**src/rtl/amo_pkg.sv**
```systemverilog
package amo_pkg;

    typedef enum logic [3:0] {
        OP_LR   = 4'd0,
        OP_SC   = 4'd1,
        OP_SWAP = 4'd2,
        OP_ADD  = 4'd3,
        OP_XOR  = 4'd4,
        OP_AND  = 4'd5,
        OP_OR   = 4'd6,
        OP_MIN  = 4'd7,
        OP_MAX  = 4'd8,
        OP_MINU = 4'd9,
        OP_MAXU = 4'd10
    } amo_op_e;

    typedef enum logic [1:0] {
        ST_IDLE  = 2'd0,
        ST_READ  = 2'd1,
        ST_WRITE = 2'd2,
        ST_DONE  = 2'd3
    } amo_state_e;

    // True for the read-modify-write group (swap through unsigned max)
    function automatic logic is_rmw(input logic [3:0] code);
        return (code >= OP_SWAP) && (code <= OP_MAXU);
    endfunction

endpackage

```
**src/rtl/amo_alu.sv**
```systemverilog
module amo_alu
    import amo_pkg::*;
#(
    parameter int XLEN = 32
) (
    input  logic [3:0]      op,
    input  logic [XLEN-1:0] old_val,
    input  logic [XLEN-1:0] src_val,
    output logic [XLEN-1:0] new_val
);

    logic lt_signed;
    logic lt_unsigned;

    always_comb begin
        lt_signed   = $signed(old_val) < $signed(src_val);
        lt_unsigned = old_val < src_val;
    end

    always_comb begin
        unique case (op)
            OP_SWAP: new_val = src_val;
            OP_ADD:  new_val = old_val + src_val;
            OP_XOR:  new_val = old_val ^ src_val;
            OP_AND:  new_val = old_val & src_val;
            OP_OR:   new_val = old_val | src_val;
            OP_MIN:  new_val = lt_signed   ? old_val : src_val;
            OP_MAX:  new_val = lt_signed   ? src_val : old_val;
            OP_MINU: new_val = lt_unsigned ? old_val : src_val;
            OP_MAXU: new_val = lt_unsigned ? src_val : old_val;
            default: new_val = src_val;
        endcase
    end

endmodule

```
**src/rtl/amo_resv.sv**
```systemverilog
module amo_resv #(
    parameter int WADDR_W = 30
) (
    input  logic               clk,
    input  logic               rst_n,
    input  logic               set_en,
    input  logic [WADDR_W-1:0] set_waddr,
    input  logic               sc_en,
    input  logic               clr,
    input  logic               snoop_en,
    input  logic [WADDR_W-1:0] snoop_waddr,
    input  logic               wr_en,
    input  logic [WADDR_W-1:0] wr_waddr,
    input  logic [WADDR_W-1:0] query_waddr,
    output logic               query_hit,
    output logic               valid_o,
    output logic [WADDR_W-1:0] waddr_o
);

    logic               valid_q;
    logic [WADDR_W-1:0] waddr_q;
    logic               kill;

    always_comb begin
        kill = clr || sc_en
            || (snoop_en && valid_q && (snoop_waddr == waddr_q))
            || (wr_en    && valid_q && (wr_waddr    == waddr_q));
        query_hit = valid_q && (query_waddr == waddr_q);
    end

    // Any invalidation takes priority over a new reservation
    always_ff @(posedge clk) begin
        if (!rst_n) begin
            valid_q <= 1'b0;
            waddr_q <= '0;
        end else if (kill) begin
            valid_q <= 1'b0;
        end else if (set_en) begin
            valid_q <= 1'b1;
            waddr_q <= set_waddr;
        end
    end

    assign valid_o = valid_q;
    assign waddr_o = waddr_q;

endmodule

```
**src/rtl/amo_seq.sv**
```systemverilog
module amo_seq
    import amo_pkg::*;
#(
    parameter int XLEN    = 32,
    parameter int WADDR_W = 30,
    parameter int TAG_W   = 5
) (
    input  logic               clk,
    input  logic               rst_n,
    input  logic               req_valid,
    input  logic [3:0]         req_op,
    input  logic [WADDR_W-1:0] req_waddr,
    input  logic [XLEN-1:0]    req_src,
    input  logic [TAG_W-1:0]   req_tag,
    output logic               req_ready,
    input  logic               resv_hit,
    output logic               resv_set,
    output logic               resv_sc,
    output logic [3:0]         op_q,
    output logic [XLEN-1:0]    src_q,
    input  logic [XLEN-1:0]    alu_val,
    output logic               mem_en,
    output logic               mem_we,
    output logic [WADDR_W-1:0] mem_addr,
    output logic [XLEN-1:0]    mem_wdata,
    input  logic [XLEN-1:0]    mem_rdata,
    output logic               done,
    output logic [TAG_W-1:0]   done_tag,
    output logic [XLEN-1:0]    result
);

    amo_state_e         state_q, state_d;
    logic [WADDR_W-1:0] waddr_q;
    logic [TAG_W-1:0]   tag_q;
    logic [XLEN-1:0]    res_q;
    logic               accept;

    assign accept = req_valid && (state_q == ST_IDLE);

    // Next-state logic
    always_comb begin
        state_d = state_q;
        unique case (state_q)
            ST_IDLE: begin
                if (accept) begin
                    if (req_op == OP_LR || is_rmw(req_op))
                        state_d = ST_READ;
                    else if (req_op == OP_SC && resv_hit)
                        state_d = ST_WRITE;
                    else
                        state_d = ST_DONE;
                end
            end
            ST_READ:  state_d = (op_q == OP_LR) ? ST_DONE : ST_WRITE;
            ST_WRITE: state_d = ST_DONE;
            ST_DONE:  state_d = ST_IDLE;
            default:  state_d = ST_IDLE;
        endcase
    end

    // State register
    always_ff @(posedge clk) begin
        if (!rst_n)
            state_q <= ST_IDLE;
        else
            state_q <= state_d;
    end

    // Request capture and result holding
    always_ff @(posedge clk) begin
        if (!rst_n) begin
            op_q    <= '0;
            waddr_q <= '0;
            src_q   <= '0;
            tag_q   <= '0;
            res_q   <= '0;
        end else begin
            if (accept) begin
                op_q    <= req_op;
                waddr_q <= req_waddr;
                src_q   <= req_src;
                tag_q   <= req_tag;
                if (req_op == OP_SC)
                    res_q <= resv_hit ? XLEN'(0) : XLEN'(1);
                else
                    res_q <= '0;
            end
            if (state_q == ST_WRITE && is_rmw(op_q))
                res_q <= mem_rdata;
        end
    end

    // Outputs
    always_comb begin
        req_ready = 1'b0;
        resv_set  = 1'b0;
        resv_sc   = 1'b0;
        mem_en    = 1'b0;
        mem_we    = 1'b0;
        mem_addr  = '0;
        mem_wdata = '0;
        done      = 1'b0;
        done_tag  = '0;
        result    = '0;
        unique case (state_q)
            ST_IDLE: begin
                req_ready = 1'b1;
                resv_sc   = accept && (req_op == OP_SC);
            end
            ST_READ: begin
                mem_en   = 1'b1;
                mem_addr = waddr_q;
                resv_set = (op_q == OP_LR);
            end
            ST_WRITE: begin
                mem_en    = 1'b1;
                mem_we    = 1'b1;
                mem_addr  = waddr_q;
                mem_wdata = (op_q == OP_SC) ? src_q : alu_val;
            end
            ST_DONE: begin
                done     = 1'b1;
                done_tag = tag_q;
                result   = (op_q == OP_LR) ? mem_rdata : res_q;
            end
            default: ;
        endcase
    end

endmodule

```
**src/rtl/amo_unit.sv**
```systemverilog
module amo_unit
    import amo_pkg::*;
#(
    parameter int XLEN   = 32,
    parameter int ADDR_W = 32,
    parameter int TAG_W  = 5
) (
    input  logic              clk,
    input  logic              rst_n,
    input  logic              req_valid,
    output logic              req_ready,
    input  logic [3:0]        req_op,
    input  logic [ADDR_W-1:0] req_addr,
    input  logic [XLEN-1:0]   req_src,
    input  logic [TAG_W-1:0]  req_tag,
    input  logic              st_valid,
    input  logic [ADDR_W-1:0] st_addr,
    input  logic              resv_clear,
    output logic              mem_en,
    output logic              mem_we,
    output logic [ADDR_W-3:0] mem_addr,
    output logic [XLEN-1:0]   mem_wdata,
    input  logic [XLEN-1:0]   mem_rdata,
    output logic              done,
    output logic [TAG_W-1:0]  done_tag,
    output logic [XLEN-1:0]   result
);

    localparam int WADDR_W = ADDR_W - 2;

    logic [WADDR_W-1:0] req_waddr;
    logic [WADDR_W-1:0] st_waddr;
    logic               unused_lo;
    logic               resv_hit;
    logic               resv_set;
    logic               resv_sc;
    logic               resv_valid;
    logic [WADDR_W-1:0] resv_waddr;
    logic [3:0]         op_q;
    logic [XLEN-1:0]    src_q;
    logic [XLEN-1:0]    alu_val;

    assign req_waddr = req_addr[ADDR_W-1:2];
    assign st_waddr  = st_addr[ADDR_W-1:2];
    assign unused_lo = ^{req_addr[1:0], st_addr[1:0]};

    amo_seq #(
        .XLEN    (XLEN),
        .WADDR_W (WADDR_W),
        .TAG_W   (TAG_W)
    ) u_seq (
        .clk       (clk),
        .rst_n     (rst_n),
        .req_valid (req_valid),
        .req_op    (req_op),
        .req_waddr (req_waddr),
        .req_src   (req_src),
        .req_tag   (req_tag),
        .req_ready (req_ready),
        .resv_hit  (resv_hit),
        .resv_set  (resv_set),
        .resv_sc   (resv_sc),
        .op_q      (op_q),
        .src_q     (src_q),
        .alu_val   (alu_val),
        .mem_en    (mem_en),
        .mem_we    (mem_we),
        .mem_addr  (mem_addr),
        .mem_wdata (mem_wdata),
        .mem_rdata (mem_rdata),
        .done      (done),
        .done_tag  (done_tag),
        .result    (result)
    );

    amo_alu #(
        .XLEN (XLEN)
    ) u_alu (
        .op      (op_q),
        .old_val (mem_rdata),
        .src_val (src_q),
        .new_val (alu_val)
    );

    amo_resv #(
        .WADDR_W (WADDR_W)
    ) u_resv (
        .clk         (clk),
        .rst_n       (rst_n),
        .set_en      (resv_set),
        .set_waddr   (mem_addr),
        .sc_en       (resv_sc),
        .clr         (resv_clear),
        .snoop_en    (st_valid),
        .snoop_waddr (st_waddr),
        .wr_en       (mem_en && mem_we),
        .wr_waddr    (mem_addr),
        .query_waddr (req_waddr),
        .query_hit   (resv_hit),
        .valid_o     (resv_valid),
        .waddr_o     (resv_waddr)
    );

endmodule

```
**config.mk**
```make
export PLATFORM = sky130hd
export DESIGN_NAME = amo_unit
export DESIGN_NICKNAME = d
export VERILOG_FILES = /design/src/rtl/amo_pkg.sv /design/src/rtl/amo_alu.sv /design/src/rtl/amo_resv.sv /design/src/rtl/amo_seq.sv /design/src/rtl/amo_unit.sv
export SDC_FILE = /design/constraint.sdc
export NUM_CORES = 1
export LEC_CHECK = 0
export BUFFER_PORTS_ARGS = -buffer_cell sky130_fd_sc_hd__buf_2
export CORE_MARGIN = 3
export CORE_UTILIZATION = 35
export CTS_BUF_LIST = sky130_fd_sc_hd__clkbuf_4
export DETAILED_ROUTE_END_ITERATION = 6
export SETUP_SLACK_MARGIN = 0.1
export SLEW_MARGIN = 20
export SYNTH_ARGS = -nofsm -noshare
export SYNTH_HDL_FRONTEND = slang
export SYNTH_SLANG_ARGS = --single-unit
```
**constraint.sdc**
```tcl
create_clock -name clk -period 6.9 [get_ports clk]
set_input_delay 1.035 -clock clk [delete_from_list [all_inputs] [get_ports clk]]
set_output_delay 1.035 -clock clk [all_outputs]
set_load 0.01 [all_outputs]
```
* After elaboration in Yosys (flattened, before gate mapping) *
Index checks and enable logic that the tools add are counted.

cells by class
  add/subtract/negate cells = 1
  magnitude comparators = 6
  equality and inequality tests = 17
  muxes and demuxes = 26
  bitwise operators = 5
  reductions and logical operators = 23

operators by type and width
  operator                                                               number
  32-bit 2-to-1 mux                                                      11
  32-bit case mux with 8 select lines                                    1
  30-bit == test                                                         3
  32-bit < comparator                                                    2
  32-bit adder                                                           1
  32-bit AND                                                             1
  32-bit bitwise OR                                                      1
  32-bit bitwise XOR                                                     1
  30-bit 2-to-1 mux                                                      1
  4-bit by 3-bit == test with 1-bit output, second input constant        4
  4-bit == test, second input constant                                   3
  1-bit logical AND                                                      12
  1-bit 2-to-1 mux                                                       9
  4-bit by 1-bit == test with 1-bit output, second input constant        2
  4-bit by 2-bit >= comparator with 1-bit output, second input constant  2
  4-bit <= comparator, second input constant                             2
  4-bit logical NOT                                                      2
  2-bit case mux with 4 select lines                                     1
  5-bit 2-to-1 mux                                                       1
  2-bit == test, second input constant                                   2
  4-bit by 2-bit == test with 1-bit output, second input constant        1
  1-bit logical OR                                                       4
  2-bit 2-to-1 mux                                                       2
  2-bit OR reduction                                                     2
  6 further kinds                                                        7

storage, ports and cells
  register bits after elaboration = 136
  input bits = 142
  output and inout port bits = 103
  word-level logic and storage cells = 86

* Logic depth before layout (Yosys ltp) *
Gate-level depths: netlist of run 1.

  word-level depth = 9
  depth in mapped cells = 14
  depth with buffers taken out = 11

* By module *
A second synthesis of run 1 with hierarchy kept.

second synthesis, totals
  cell total of the unflattened synthesis = 1735
  area total of the unflattened synthesis = 12633.4 µm²

modules (own cells, without submodules)
  module    times used  cells an instance  area an instance (µm²)  seq. area each (µm²)
  amo_seq   1           742                5574.1                  2102.0
  amo_alu   1           734                4799.6                  0.0
  amo_resv  1           258                2253.4                  620.6
  amo_unit  1           1                  6.3                     0.0

* Worst setup path before layout of run 1 *
Ideal clock, no wire load.

  kind = input to output
  from = in mem_rdata[27]
  to = out mem_wdata[30]
  arrival time = 4064 ps
  required time = 5865 ps
  path slack = 1801 ps
  stages on the path = 11
  buffers on the path = 1
  path through = inv_1 -> ha_1 -> buf_6 -> or4_4 -> nor4b_2 -> o211ai_1 -> o31ai_4 -> mux2_4 -> a2111oi_0 -> nand3b_1 -> a31o_2

between the ends
  longest elaborated chain between the ends = 5
  elaborated cells between the ends (all ways) = 10
  those cells by class = 1 x add/sub; 2 x order compare; 7 x mux

ends and longest elaborated chain
  what                                           RTL line                      RTL
  start: declaration                             amo_unit.sv:23                input logic [XLEN-1:0] mem_rdata,
  32-bit < comparator, on equally long branches  amo_alu.sv:17, amo_alu.sv:16
  32-bit 2-to-1 mux, on equally long branches    -
  32-bit case mux with 8 select lines (*)        amo_alu.sv:21                 unique case (op)
  32-bit 2-to-1 mux (*)                          amo_seq.sv:119                mem_wdata = (op_q == OP_SC) ? src_q : alu_val;
  32-bit 2-to-1 mux (*)                          amo_seq.sv:105                unique case (state_q)
  end: declaration                               amo_unit.sv:22                output logic [XLEN-1:0] mem_wdata,

Mark *: on every way between the ends. The rest lies on a longest branch, timed or not.

* Final worst setup path of run 1 *
Ends and elaborated chain as after synthesis.

==> out/results.txt, run 1 <==
Status: finished clean
Maximum VDD drop: 0.1207 mV
Resized cells post-CTS: 0
Register area: 2724 sq um
Worst Hold Depth: 2
Initial antenna violation count: 9
Reg-to-reg setup timing slack: 2.78 ns
Static leakage: 6.138 nW
DRT Pass-1 Iters: 5
Final Max Slew Viols: 0
Setup Buffers After CTS: 0
FF-to-FF End: u_resv.waddr_o[24]
CTS max path bufs: 2
Synthesized flop and latch total: 136
Maxcap violations: 0
Fmax: 0.1678 GHz
Total Routing Usage GR: 22.90%
Final Cycle Share: 86.37%
CP max FO: 22
Largest net degree at the start of global routing: 93
Req. time, crit path: 5.86 ns
Worst flop-to-flop path startpoint: u_seq.state_q[0]
Vias in the first global route: 12260
Power density over the cells: 256.3 nW/um^2
Top FF cell, synth: dfxtp_1
Routed WL: 42.80 mm
Share of cells above drive strength 1: 16.57%
Clock skew: 0.02968 ns
DR vias: 12710
Post-route ant nets: 0
Die area: 36750 sq um
Rows: 67
Syn Area/Cell: 6.970 sq um
Synth Cell Area: 12070 sq um
# clock sinks: 136
Layout filler cell count: 3591
Layout Nets: 2126
Die Width: 191.7 um
CTS tree: yes
PortBufs: 240
Fraction of registers with async set/reset: 0%
Largest cells by area after synthesis: dfxtp_1 23%, ha_1 10%, nand2_1 10%
Initial Util: 35.73%
CP startpoint kind: input port
Min-delay worst type: flip-flop to flip-flop
Gr ovfl total: 0
Kind of critical path: input port to output port
RSZ-0062 raised after global routing: no
Utilization after layout: 40.88%
Reg2Reg Depth: 12
Syn nets: 1975
Post-Layout Cell Count: 2347
Via/cell ratio: 5.414
Worst-path clk slew: 0.14 ns
Synth Warn #: 0
Core area: 33780 sq um
Finish-stage setup viols: 0
Unique masters post-synth: 69
Clock Latency Late Sink: 0.63 ns
DP Wirelength: 31.02 mm
Multi-input logic area: 8482 sq um
Seq/Total Area, Yosys: 22.55%
Most frequent cells in the layout: 323 x nand2_1, 240 x buf_2, 188 x a21oi_1
Gate Count Post-Synth: 1732
Final hold viol count: 0
# placed instances: 2312
RD Place Congestion: 0.9131
Clock root buffer: clkbuf_4
Starting DRT DRC Count: 840
Slew headroom: 27.26%
Routed len/inst: 18.23 um
Critical Path Sink Type: output port
CTS H-tree lvls: 4
Hold-fix buffers, CTS: 0
# DRC: 0
CTS buffer count: 17
First-pass GRT wire length: 66.67 mm
Worst Path Arrival: 4.92 ns
Worst Tran Pin Value: 1.087 ns
IO Pins: 245
Post-synth top area share: 22.55%
HP Start: u_seq.waddr_q[12]
Hold path endpoint: u_seq.waddr_q[12]
Die Ht: 191.7 um
Area growth, synth to finish: 14.41%
Min Tclk post-route: 5.959 ns
Commonest non-fill, non-tap cell in the layout: nand2_1
Number of synthesized flops with an enable pin: 0
Cell taking the most area after synthesis: dfxtp_1
Sum Neg Setup Slack: 0 ns
synthesized netlist by cell type, types with 4 or more instances:
| master | instances |
|---|---|
| nor2_1 | 118 |
| inv_1 | 101 |
| or2_2 | 5 |
| xor2_1 | 42 |
| ha_1 | 100 |
| a31o_2 | 4 |
| o22ai_1 | 9 |
| a2111oi_0 | 5 |
| mux2i_1 | 41 |
| a211oi_1 | 38 |
| a22oi_1 | 7 |
| nand2_1 | 324 |
| nand4_1 | 18 |
| o21a_1 | 8 |
| buf_1 | 8 |
| a221oi_1 | 10 |
| clkbuf_1 | 107 |
| o21ai_0 | 87 |
| nand2b_1 | 8 |
| o2111ai_1 | 5 |
| and3_1 | 5 |
| a221o_1 | 6 |
| a21o_1 | 13 |
| o211ai_1 | 12 |
| nor2b_1 | 14 |
| nand3_1 | 50 |
| dfxtp_1 | 136 |
| nand3b_1 | 5 |
| and2_1 | 34 |
| a21boi_0 | 41 |
| xnor2_1 | 49 |
| o221ai_1 | 11 |
| nor3_1 | 22 |
| a31oi_1 | 9 |
| o31ai_1 | 11 |
| buf_2 | 8 |
| nor4_1 | 22 |
| a21oi_1 | 188 |
| o21bai_1 | 7 |
sequential cells by signal, indices dropped and copies added, names as in the netlist:
| name | count |
|---|---|
| u_seq.res_q | 32 |
| u_resv.waddr_o | 30 |
| u_seq.waddr_q | 30 |
| u_seq.state_q | 2 |
| u_resv.valid_o | 1 |
| u_seq.tag_q | 5 |
| u_seq.op_q | 4 |
| u_seq.src_q | 32 |
worst max path at each step:
stage / startpoint / to / slack [ns] / depth (start not counted)
after floorplan: mem_rdata[27] / mem_wdata[30] / 1.80 / 11
after global placement: mem_rdata[27] / mem_wdata[30] / 1.00 / 12
after detailed placement: mem_rdata[27] / mem_wdata[30] / 0.94 / 12
after CTS: mem_rdata[27] / mem_wdata[30] / 0.93 / 12
after global routing: mem_rdata[27] / mem_wdata[4] / 0.74 / 12
final: mem_rdata[27] / mem_wdata[30] / 0.94 / 12
final cells by class:
| type | instances | share of cell area (%) |
|---|---|---|
| diodes | 4 | 0.07248 |
| inverters | 103 | 2.818 |
| clock buffers | 17 | 0.9241 |
| repair buffers | 259 | 9.821 |
| multi-input cells | 1366 | 61.42 |
| clock inverters | 14 | 1.169 |
| flip-flops and latches | 136 | 19.72 |
| well taps | 448 | 4.059 |
layer usage:
| metal | up-vias | wire, um | track usage [%] |
|---|---|---|---|
| li1 | 6283 | - | - |
| met1 | 5922 | 18880 | 28.82 |
| met2 | 429 | 20120 | 38.50 |
| met3 | 62 | 2875 | 5.329 |
| met4 | 10 | 851 | 7.621 |
| met5 | - | 66 | 0 |
metrics by stage:
step | hold slack [ns] | worst slack, ns | power, mW | area, sq um
final | 0.4592 | 0.9408 | 3.540 | 13810
after global routing | 0.4780 | 0.7416 | 3.835 | 13810
after CTS | 0.4613 | 0.9348 | 3.567 | 13800
after detailed placement | 0.4421 | 0.9421 | 2.968 | 13510
after global placement | 0.4368 | 1.001 | 2.937 | 13510
after floorplan | 0.4317 | 1.801 | 2.338 | 12070
power by group:
group	internal, mW	switching [mW]
Combinational	0.672	1.31
Sequential	0.886	0.0930
Clock	0.222	0.358
Total	1.78	1.76
logic make-up (layout without fill, tap and decap cells):
kind of cell	Yosys count	in the layout	share of synthesized area, %
adders and majority gates	101	101	10.53
buffers and inverters	230	393	7.432
DFF	136	136	22.55
xor gates and xnor gates	91	91	6.602
and+or+nand+nor	637	637	23.41
other	0	4	0
muxes	43	43	3.648
AOI/OAI and AO/OA	494	494	25.82
critical path, cell delays in order:
cell	delay, ns
buf_2	0.19
inv_1	0.07
ha_1	0.41
or4_4	0.59
nor4b_2	0.29
o211ai_1	0.18
o31ai_4	0.51
mux2_4	0.50
a2111oi_0	0.58
nand3b_1	0.14
a31o_2	0.30
buf_2	0.14
Note: power is estimated with default switching activity, not from simulation.
==> run 2, diff against run 1 <==
CELL_PAD_IN_SITES_DETAIL_PLACEMENT = 1   (was default)
CELL_PAD_IN_SITES_GLOBAL_PLACEMENT = 2   (was default)
CORE_UTILIZATION = 34   (was 35)
PLACE_DENSITY_LB_ADDON = 0.1   (was default)
==> run 2 against run 1 <==
First-iteration DRC count down 35%. Sequential power up 2.0%. Sequential cell count unchanged. Register-to-register slack about the same. Cell area up 0.51%. Critical path depth unchanged. Die area up 2.8%. Worst setup slack worse by 0.067 ns. Clock power up 14%. Sequential share of layout area down 0.10 points. Worst hold slack better by 0.0023 ns. Clock-buffer cell count up 1. Largest power group unchanged.
==> out/results.txt, run 2 (same netlist as run 1, synthesis figures left out) <==
DR vias: 12930
Total Routing Usage GR: 24.96%
Final Cycle Share: 87.33%
Resized cells post-CTS: 0
Starting DRT DRC Count: 543
# clock sinks: 136
Area growth, synth to finish: 14.99%
Clock Latency Late Sink: 0.63 ns
Min-delay worst type: flip-flop to flip-flop
CTS max path bufs: 2
Setup Buffers After CTS: 0
Commonest non-fill, non-tap cell in the layout: nand2_1
Via/cell ratio: 5.485
Final hold viol count: 0
Routed len/inst: 20.70 um
RD Place Congestion: 0.8876
CTS tree: yes
Static leakage: 6.170 nW
Gr ovfl total: 0
CP max FO: 22
CP startpoint kind: input port
Routed WL: 48.78 mm
Die Width: 194.4 um
Die Ht: 194.4 um
Utilization after layout: 39.89%
Power Total: 3.704 mW
Power density over the cells: 266.8 nW/um^2
Fmax: 0.1660 GHz
Core area: 34800 sq um
Finish-stage setup viols: 0
Post-route ant nets: 0
Vias in the first global route: 13090
PortBufs: 240
Maximum VDD drop: 0.1525 mV
Min Tclk post-route: 6.026 ns
Worst Tran Pin Value: 1.093 ns
Layout Nets: 2129
Clock skew: 0.02164 ns
Sum Neg Setup Slack: 0 ns
Status: finished clean
Hold-fix buffers, CTS: 0
Initial Util: 34.69%
Clock root buffer: clkbuf_4
Cell area after layout: 13880 sq um
Worst Path Arrival: 4.99 ns
Largest registers: u_seq.res_q (32), u_seq.src_q (32)
CTS H-tree lvls: 4
# DRC: 0
RSZ-0062 raised after global routing: no
DRT Pass-1 Iters: 5
Placed cell area: 13530 sq um
Critical Path Sink Type: output port
Largest net degree at the start of global routing: 77
Slew headroom: 27.16%
DP Wirelength: 35.75 mm
Kind of critical path: input port to output port
Most frequent cells in the layout: 322 x nand2_1, 240 x buf_2, 188 x a21oi_1
Maxcap violations: 0
First-pass GRT wire length: 75.46 mm
Worst-path clk slew: 0.13 ns
Final Max Slew Viols: 0
Share of cells above drive strength 1: 16.85%
Rows: 68
CTS buffer count: 17
IO Pins: 245
Req. time, crit path: 5.86 ns
Initial antenna violation count: 4
Die area: 37800 sq um
-- run 2: layout make-up --
type | instances | area [sq um]
Inverter | 103 | 389.1
Clock buffer | 18 | 135.1
Clock inverter | 14 | 196.4
Fill cell | 4500 | 20920
Sequential cell | 136 | 2724
Tap cell | 455 | 569.3
Antenna cell | 3 | 7.507
Timing Repair Buffer | 262 | 1366
Multi-Input combinational cell | 1366 | 8493
-- run 2: power by group --
part	internal [mW]	switching, mW	total [mW]
registers	0.887	0.113	0.999
clock network	0.295	0.364	0.659
logic	0.670	1.38	2.05
-- run 2: worst max-delay path, stage by stage --
cell,delay (ns)
buf_2,0.15
inv_1,0.06
ha_1,0.42
or4_4,0.60
nor4b_2,0.28
o211ai_1,0.17
o31ai_4,0.48
mux2_4,0.50
a2111oi_0,0.79
o21a_1,0.21
a211oi_1,0.12
buf_2,0.17
-- run 2: path summary, 6_finish.rpt --
| path | startpoint | endpoint | slack [ns] | depth (start not counted) |
|---|---|---|---|---|
| max | mem_rdata[27] | mem_wdata[4] | 0.87 | 12 |
| min | u_seq.waddr_q[15] | u_seq.waddr_q[15] | 0.46 | 2 |
| max reg2reg | u_seq.state_q[0] | u_resv.waddr_o[3] | 2.78 | 12 |
| min reg2reg | u_seq.waddr_q[15] | u_seq.waddr_q[15] | 0.46 | 2 |
-- run 2: through the flow --
step / worst slack, ns / std cells / hold WS [ns]
2_1_floorplan: 1.801 / 1732 / 0.4317
3_3_place_gp: 1.001 / 2322 / 0.4371
3_5_place_dp: 0.9380 / 2322 / 0.4438
4_1_cts: 0.9339 / 2354 / 0.4625
5_1_grt: 0.6161 / 2357 / 0.4841
6_report: 0.8741 / 2357 / 0.4616
-- run 2: routing by layer --
| metal | vias up | track usage (%) | wire length (um) |
|---|---|---|---|
| li1 | 6284 | - | - |
| met1 | 6333 | 33.62 | 23260 |
| met2 | 271 | 41.45 | 22510 |
| met3 | 39 | 4.888 | 2274 |
| met4 | 2 | 5.532 | 724 |
| met5 | - | 0 | 12 |
==> run 3, diff against run 2 <==
CTS_BUF_LIST = default   (was sky130_fd_sc_hd__clkbuf_4)
SLEW_MARGIN = default   (was 20)
==> run 3 against run 2 <==
Clock power is 56% higher. First-iteration DRC count rose by 5.9%. Die area unchanged. Sequential share of layout area is 0.41 points lower. Critical path depth did not move. Largest cell class unchanged. Highest routed layer unchanged.
==> out/results.txt, run 3 (same netlist as run 1, synthesis figures left out) <==
CTS buffer count: 17
Die Width: 194.4 um
CTS H-tree lvls: 4
Most frequent cells in the layout: 322 x nand2_1, 240 x buf_2, 188 x a21oi_1
Commonest non-fill, non-tap cell in the layout: nand2_1
Share of cells above drive strength 1: 16.80%
Crit-path max cell delay: 0.78 ns
CP max FO: 22
Fmax: 0.1665 GHz
DR vias: 12960
PortBufs: 240
First-pass GRT wire length: 75.87 mm
Gr ovfl total: 0
Final Max Slew Viols: 0
Finish-stage setup viols: 0
Layout filler cell count: 4474
Power density over the cells: 287.6 nW/um^2
Final hold viol count: 0
Vias in the first global route: 13090
Kind of critical path: input port to output port
Min Tclk post-route: 6.005 ns
Die area: 37800 sq um
RSZ-0062 raised after global routing: no
Worst Path Arrival: 4.97 ns
Static leakage: 6.302 nW
Starting DRT DRC Count: 575
Initial Util: 34.69%
Utilization after layout: 40.73%
Initial antenna violation count: 3
Setup Buffers After CTS: 0
Rows: 68
Via/cell ratio: 5.501
# clock sinks: 136
Hold-fix buffers, CTS: 0
Core area: 34800 sq um
IO Pins: 245
Multi-input logic area: 8486 sq um
Req. time, crit path: 5.86 ns
Worst Tran Pin Value: 1.130 ns
Worst-path clk slew: 0.06 ns
DP Wirelength: 35.75 mm
Routed WL: 48.96 mm
Worst path cell trace: buf_2, inv_1, ha_1, or4_4, nor4b_2, o211ai_1, o31ai_4, mux2_4, a2111oi_0, o21a_1, a211oi_1, buf_2
# DRC: 0
Clock root buffer: clkbuf_16
Post-route ant nets: 0
Layout Nets: 2129
Worst flop-to-flop path startpoint: u_seq.state_q[0]
Clock Latency Late Sink: 0.45 ns
Min-delay worst type: flip-flop to flip-flop
Largest net degree at the start of global routing: 77
Final Cycle Share: 87.02%
Maxcap violations: 0
Resized cells post-CTS: 0
Hold Slack: 0.4522 ns
Slowest cell on crit path: a2111oi_0
HP Start: u_seq.waddr_q[25]
CTS max path bufs: 2
CP startpoint kind: input port
Area growth, synth to finish: 17.42%
Sum Neg Setup Slack: 0 ns
Critical Path Sink Type: output port
Routed len/inst: 20.78 um
CTS tree: yes
Maximum VDD drop: 0.1800 mV
Worst path most repeated cell: buf_2
Clock skew: 0.01145 ns
Register area: 2724 sq um
DRT Pass-1 Iters: 5
Critical Path Source: mem_rdata[27]
Largest registers: u_seq.res_q (32), u_seq.src_q (32)
Total Routing Usage GR: 25.13%
RD Place Congestion: 0.8876
Status: finished clean
Die Ht: 194.4 um
Slew headroom: 24.63%
-- run 3: changes by cell type in the layout (fill, tap and decap cells not counted) --
cell	delta
clkinv_1	-1
diode_2	-1
clkbuf_8	+1
xor2_1	+1
xor2_2	-1
clkbuf_4	-18
clkbuf_16	+17
clkbuf_1	+1
-- run 3: worst max-delay path, delay by kind of cell --
kind	cells	cell delay [ns]
AOI/OAI and AO/OA	5	1.76
buffers and inverters	3	0.38
muxes	1	0.50
adders and majority gates	1	0.42
and+or+nand+nor	2	0.88
-- run 3: final cells by class --
| cell class | instances | share of cell area, % |
|---|---|---|
| multi-input cells | 1366 | 59.86 |
| clock inverters | 13 | 1.359 |
| repair buffers | 262 | 9.639 |
| flip-flops and latches | 136 | 19.22 |
| inverters | 103 | 2.745 |
| clock buffers | 19 | 3.125 |
| well taps | 455 | 4.016 |
| diodes | 2 | 0.03531 |
-- run 3: worst paths after layout --
| path | slack [ns] | depth (start not counted) | end |
|---|---|---|---|
| max reg2reg | 2.80 | 12 | u_resv.waddr_o[0] |
| max | 0.90 | 12 | mem_wdata[4] |
| min reg2reg | 0.45 | 2 | u_seq.waddr_q[25] |
| min | 0.45 | 2 | u_seq.waddr_q[25] |
-- run 3: where the power goes --
part	switching [mW]	leakage, nW	internal [mW]
sequential	0.113	1.11	0.887
clock	0.413	0.310	0.620
combinational	1.37	4.89	0.670
-- run 3: per-layer routing --
layer	vias to the layer above	global-route usage, %	share of wire (%)
li1	6284	-	-
met1	6345	34.09	47
met2	276	41.39	46
met3	53	4.715	4.7
met4	2	5.957	1.7
met5	-	0	0.027
-- run 3: stage by stage --
step	instances	worst slack [ns]	power [mW]	area, sq um
after global routing	2356	0.6167	4.372	14170
after CTS	2354	0.9339	4.115	14170
after floorplan	1732	1.801	2.338	12070
after detailed placement	2322	0.9380	3.063	13530
final	2356	0.8955	4.077	14170
after global placement	2322	1.001	3.019	13530
